## src/rtl/mcw_add_pkg.sv

```systemverilog
package mcw_add_pkg;
  typedef enum logic [0:0] {
    ST_IDLE = 1'b0,
    ST_RUN  = 1'b1
  } add_state_e;
endpackage

```

## src/rtl/mcw_slice_adder.sv

```systemverilog
module mcw_slice_adder #(
  parameter int unsigned W = 32
) (
  input  logic [W-1:0] a_i,
  input  logic [W-1:0] b_i,
  input  logic         cin_i,
  output logic [W-1:0] sum_o,
  output logic         cout_o
);
  logic [W:0] full;
  assign full   = {1'b0, a_i} + {1'b0, b_i} + {{W{1'b0}}, cin_i};
  assign sum_o  = full[W-1:0];
  assign cout_o = full[W];
endmodule

```

## src/rtl/mcw_zero_scan.sv

```systemverilog
// Flags that every slice above idx_i is zero in both operands.
module mcw_zero_scan #(
  parameter int unsigned N     = 2,
  parameter int unsigned W     = 32,
  parameter int unsigned IDX_W = 1
) (
  input  logic [N*W-1:0] op_a_i,
  input  logic [N*W-1:0] op_b_i,
  input  logic [IDX_W-1:0] idx_i,
  output logic           upper_zero_o
);
  logic [N-1:0] nz;

  for (genvar s = 0; s < N; s++) begin : g_nz
    assign nz[s] = |(op_a_i[s*W +: W] | op_b_i[s*W +: W]);
  end

  always_comb begin
    upper_zero_o = 1'b1;
    for (int s = 0; s < N; s++) begin
      if ((s > int'(idx_i)) && nz[s]) upper_zero_o = 1'b0;
    end
  end
endmodule

```

## src/rtl/mcw_add_ctrl.sv

```systemverilog
module mcw_add_ctrl
  import mcw_add_pkg::*;
#(
  parameter int unsigned N     = 2,
  parameter int unsigned IDX_W = 1
) (
  input  logic             clk_i,
  input  logic             rst_ni,
  input  logic             start_i,
  input  logic             upper_zero_i,
  input  logic             slice_cout_i,
  output logic             accept_o,
  output logic             step_o,
  output logic             finish_o,
  output logic             last_o,
  output logic [IDX_W-1:0] idx_o,
  output logic             carry_o,
  output logic             busy_o
);
  add_state_e       state_q;
  logic [IDX_W-1:0] idx_q;
  logic             carry_q;

  assign accept_o = start_i && (state_q == ST_IDLE);
  assign step_o   = (state_q == ST_RUN);
  assign last_o   = (idx_q == IDX_W'(N - 1));
  assign finish_o = step_o && (last_o || upper_zero_i);
  assign idx_o    = idx_q;
  assign carry_o  = carry_q;
  assign busy_o   = step_o;

  always_ff @(posedge clk_i or negedge rst_ni) begin
    if (!rst_ni) begin
      state_q <= ST_IDLE;
      idx_q   <= '0;
      carry_q <= 1'b0;
    end else if (accept_o) begin
      state_q <= ST_RUN;
      idx_q   <= '0;
      carry_q <= 1'b0;
    end else if (step_o) begin
      carry_q <= slice_cout_i;
      idx_q   <= idx_q + 1'b1;
      if (finish_o) state_q <= ST_IDLE;
    end
  end
endmodule

```

## src/rtl/mcw_wide_adder.sv

```systemverilog
module mcw_wide_adder #(
  parameter int unsigned OP_W    = 64,
  parameter int unsigned SLICE_W = 32
) (
  input  logic            clk_i,
  input  logic            rst_ni,
  input  logic            start_i,
  input  logic [OP_W-1:0] a_i,
  input  logic [OP_W-1:0] b_i,
  output logic            busy_o,
  output logic            done_o,
  output logic [OP_W-1:0] sum_o,
  output logic            cout_o
);
  localparam int unsigned N_SLICE = OP_W / SLICE_W;
  localparam int unsigned IDX_W   = (N_SLICE > 1) ? $clog2(N_SLICE) : 1;

  logic [OP_W-1:0]    op_a_q, op_b_q;
  logic [SLICE_W-1:0] res_q [N_SLICE];
  logic               cout_q, done_q;

  logic               accept, step, finish, last, carry, upper_zero;
  logic [IDX_W-1:0]   idx;
  logic [SLICE_W-1:0] sl_a, sl_b, sl_sum;
  logic               sl_cout;

  assign sl_a = op_a_q[idx*SLICE_W +: SLICE_W];
  assign sl_b = op_b_q[idx*SLICE_W +: SLICE_W];

  mcw_slice_adder #(.W(SLICE_W)) u_slice (
    .a_i   (sl_a),
    .b_i   (sl_b),
    .cin_i (carry),
    .sum_o (sl_sum),
    .cout_o(sl_cout)
  );

  mcw_zero_scan #(.N(N_SLICE), .W(SLICE_W), .IDX_W(IDX_W)) u_scan (
    .op_a_i      (op_a_q),
    .op_b_i      (op_b_q),
    .idx_i       (idx),
    .upper_zero_o(upper_zero)
  );

  mcw_add_ctrl #(.N(N_SLICE), .IDX_W(IDX_W)) u_ctrl (
    .clk_i       (clk_i),
    .rst_ni      (rst_ni),
    .start_i     (start_i),
    .upper_zero_i(upper_zero),
    .slice_cout_i(sl_cout),
    .accept_o    (accept),
    .step_o      (step),
    .finish_o    (finish),
    .last_o      (last),
    .idx_o       (idx),
    .carry_o     (carry),
    .busy_o      (busy_o)
  );

  always_ff @(posedge clk_i or negedge rst_ni) begin
    if (!rst_ni) begin
      op_a_q <= '0;
      op_b_q <= '0;
    end else if (accept) begin
      op_a_q <= a_i;
      op_b_q <= b_i;
    end
  end

  for (genvar s = 0; s < N_SLICE; s++) begin : g_res
    always_ff @(posedge clk_i or negedge rst_ni) begin
      if (!rst_ni) begin
        res_q[s] <= '0;
      end else if (accept) begin
        res_q[s] <= '0;
      end else if (step && idx == IDX_W'(s)) begin
        res_q[s] <= sl_sum;
      end else if ((s != 0) && finish && !last && idx == IDX_W'(s - 1)) begin
        // early finish: pending carry lands just above the last slice
        res_q[s] <= SLICE_W'(sl_cout);
      end
    end
    assign sum_o[s*SLICE_W +: SLICE_W] = res_q[s];
  end

  always_ff @(posedge clk_i or negedge rst_ni) begin
    if (!rst_ni) begin
      cout_q <= 1'b0;
      done_q <= 1'b0;
    end else begin
      done_q <= finish;
      if (accept)      cout_q <= 1'b0;
      else if (finish) cout_q <= last ? sl_cout : 1'b0;
    end
  end

  assign done_o = done_q;
  assign cout_o = cout_q;
endmodule

```

## config.mk

```make
export PLATFORM = sky130hd
export DESIGN_NAME = mcw_wide_adder
export DESIGN_NICKNAME = d
export VERILOG_FILES = /design/src/rtl/mcw_add_pkg.sv /design/src/rtl/mcw_slice_adder.sv /design/src/rtl/mcw_zero_scan.sv /design/src/rtl/mcw_add_ctrl.sv /design/src/rtl/mcw_wide_adder.sv
export SDC_FILE = /design/constraint.sdc
export NUM_CORES = 1
export LEC_CHECK = 0
export BUFFER_PORTS_ARGS = -buffer_cell sky130_fd_sc_hd__buf_2
export CAP_MARGIN = 20
export CORE_MARGIN = 10
export CORE_UTILIZATION = 50
export CTS_CLUSTER_DIAMETER = 40
export DETAILED_ROUTE_END_ITERATION = 16
export PLACE_DENSITY = 0.74
export SLEW_MARGIN = 10
export SYNTH_ARGS = -nofsm -noshare
export SYNTH_HDL_FRONTEND = slang
export SYNTH_SLANG_ARGS = --single-unit
```

## constraint.sdc

```tcl
create_clock -name clk_i -period 4 [get_ports clk_i]
set_input_delay 0.8 -clock clk_i [delete_from_list [all_inputs] [get_ports clk_i]]
set_output_delay 0.8 -clock clk_i [all_outputs]
set_load 0.02 [all_outputs]
```

==> flow_summary.json <==
{
  "outcome": "finished, final reports clean",
  "ys_warn_count": 0,
  "cp_top_family": "compound AO/OA/AOI/OAI gates",
  "nNetsFinal": 1392,
  "synth.mux.area_fraction_pct": 7.52,
  "htreeDepth": 4,
  "tns_ns": 0,
  "ctsHoldBuffers": 0,
  "die_x_um": 160,
  "wirelength_um": 27800,
  "layoutNonFillerInstCount": 1506,
  "cp.required_ns": 4.33,
  "port_buffers": 197,
  "worstReg2RegStart": "u_ctrl.idx_o$_DFFE_PN0P_",
  "rsz0062_at_grt": "no",
  "cts_root_buf": "clkbuf_16",
  "maxSlewHeadroom_pct": 28.0,
  "synth_cell_types": 56,
  "min_path_type": "in2async",
  "max_freq_ghz": 0.283,
  "post-route-period-util_pct": 88.2,
  "dp.cells": 1474,
  "cp_max_fo": 4,
  "drc": 0,
  "synthArstFlopShare_pct": 100,
  "vias_per_cell": 5.44,
  "synth_flop_cell": "dfrtp_1",
  "die_area_um2": 25700,
  "layout-area-overhead-vs-synth_pct": 18.9,
  "synthSimpleGateAreaFrac_pct": 21.0,
  "cts.path.max_buffers": 2,
  "insertion_delay_ns": 0.44,
  "synth_top_family_by_area": "simple AND/OR/NAND/NOR gates",
  "wl_per_cell_um": 18.5,
  "cap_violations": 0,
  "end_kind": "flip-flop",
  "synth_fa_ha_area_share_pct": 4.35,
  "cts_setup_buffers": 0,
  "syn_nets": 1219,
  "critPathLaunchType": "flip-flop",
  "post-dp-hpwl_um": 20900,
  "ios": 198,
  "cp_slowest_cell": "fa_1",
  "cts.sinks": 197,
  "clk_pin_slew_ns": 0.07,
  "crit_chain": "mux2_2, fa_1, fa_1, a211oi_1, o21ai_1, a31oi_1, o21bai_1, a31oi_1, o21ai_1, xor2_1, a22o_1",
  "hold_ws_ns": 0.274,
  "cts_tree": "done",
  "synth_compound_area_share_pct": 12.4,
  "die_y_um": 160,
  "grt_pass1_vias": 8297,
  "drive_above_1_share_pct": 25.7,
  "ctsResizeCount": 0,
  "synth_cells": 1055,
  "finalSetupViolations": 0,
  "cp-startpoint": "u_ctrl.idx_o$_DFFE_PN0P_",
  "gp_congestion": 0.895,
  "ys_ff_latch": 197,
  "synth-xor-area-share_pct": 2.40,
  "syn_avg_cell_area_um2": 9.33,
  "tightest_slew_ns": 1.08,
  "ys_seq_area_share_pct": 50.1,
  "antenna_found_initial": 0,
  "ant_nets": 0,
  "coreArea_um2": 19400,
  "initial_core_util_pct": 50.8,
  "gr-total-overflow": 0,
  "worstSetupPathType": "reg2reg",
  "track_usage_pct": 21.5,
  "vias": 8186,
  "antennaDiodeCount": 0,
  "nFillCells": 1682,
  "crit_buf_inv": 0,
  "std_cell_rows": 51,
  "synth_edf_count": 0,
  "min_period_ns": 3.53,
  "grt_max_degree": 119,
  "cp_data_arrival_time_ns": 3.86,
  "syn-cell-area_um2": 9850,
  "grt_pass1_wl_um": 45000,
  "first_iter_violations": 647,
  "hold_violations": 0,
  "drtPass1Iterations": 5,
  "cts_buffers": 17,
  "clock_skew_ns": 0.0103,
  "maxSlewViolCount": 0,
  "max_stage_delay_ns": 0.44
}
-- final cells by class --
| cell class | instances | area (um^2) | share of cell area [%] |
|---|---|---|---|
| multi-input combinational | 797 | 4710 | 40.2 |
| clock buffer | 17 | 425 | 3.63 |
| clock inverter | 15 | 184 | 1.57 |
| inverter | 7 | 26.3 | 0.224 |
| tap | 265 | 332 | 2.83 |
| sequential | 197 | 4930 | 42.1 |
| timing repair buffer | 208 | 1100 | 9.41 |
-- worst paths after layout --
check	cells past startpoint	slack, ns	endpoint
hold reg to reg	2	0.48	op_a_q[18]$_DFFE_PN0P_
max in group asynchronous	2	2.78	u_ctrl.idx_o$_DFFE_PN0P_
hold / removal	1	0.27	op_b_q[41]$_DFFE_PN0P_
setup / recovery	11	0.47	sum_o[48]$_DFFE_PN0P_
setup reg to reg	11	0.47	sum_o[48]$_DFFE_PN0P_
min in group clk_i	2	0.48	op_a_q[18]$_DFFE_PN0P_
-- logic make-up after synthesis --
family,count (synthesis)
xor gates and xnor gates,27
adders and majority gates,33
muxes,66
buffers and inverters,61
and+or+nand+nor,509
DFF,197
AOI/OAI and AO/OA,162
-- flip-flops by register name, summed over array words and instances, names as in the netlist --
signal and cells:
sum_o 64, cout_o 1, op_a_q 64, done_o 1, u_ctrl.carry_o 1, u_ctrl.idx_o 1, op_b_q 64, u_ctrl.busy_o 1
-- layer usage --
layer  vias to the layer above  GRT usage (%)  part of all wire, %
met2                       307           31.4                   43
met5                         -              0                    0
met3                        29           5.06                  7.6
met4                         0           5.88                  1.7
met1                      3894           31.2                   47
li1                       3956              -                    -
-- metrics by stage --
stage | setup WS [ns] | utilization [%] | cell area (um^2)
2_1_floorplan | 0.317 | - | 9850
3_3_place_gp | 0.531 | 57.2 | 11100
3_5_place_dp | 0.458 | 57.2 | 11100
4_1_cts | 0.442 | 60.4 | 11700
5_1_grt | 0.241 | 60.4 | 11700
6_report | 0.471 | 60.4 | 11700
-- synth_stat cells, types with 3 or more instances --
library cell	instances	area share [%]
nand2_1	418	16
dfrtp_1	197	50
mux2_2	64	7.3
a22o_1	55	4.9
clkbuf_1	48	1.8
ha_1	31	3.9
nor2_1	29	1.1
a21oi_1	27	1.4
nor4_1	18	1.1
a21o_1	16	1.2
xnor2_1	16	1.4
nand3_1	12	0.61
o21ai_0	12	0.61
xor2_1	11	0.98
nand4_1	10	0.64
inv_1	7	0.27
o21ai_1	7	0.36
o21bai_1	7	0.53
buf_1	6	0.23
a211oi_1	5	0.38
a31oi_1	5	0.32
and3_1	4	0.25
nor3_1	4	0.20
o211ai_1	4	0.30
nand2b_1	3	0.19
nor2b_1	3	0.19
-- layout by cell type, fill, tap and decap left out, drive strengths merged, types with 16 or more instances in the layout --
cell	n
nor4	19
buf	207
a21o	16
ha	31
xnor2	16
clkbuf	18
o21ai	20
a21oi	28
nor2	29
nand2	418
mux2	64
dfrtp	197
inv	17
a22o	55
-- worst register-to-register path, delay by kind of cell, from the launching register on --
| family | cells | cell delay [ns] |
|---|---|---|
| multiplexers | 1 | 0.36 |
| AO/OA/AOI/OAI | 7 | 1.59 |
| flip-flops | 1 | 0.42 |
| adder cells (fa/ha/maj) | 2 | 0.88 |
| XOR/XNOR | 1 | 0.18 |
Power is not shown: default switching activity piles up to over one toggle a cycle in this logic, so the estimate is an artifact.
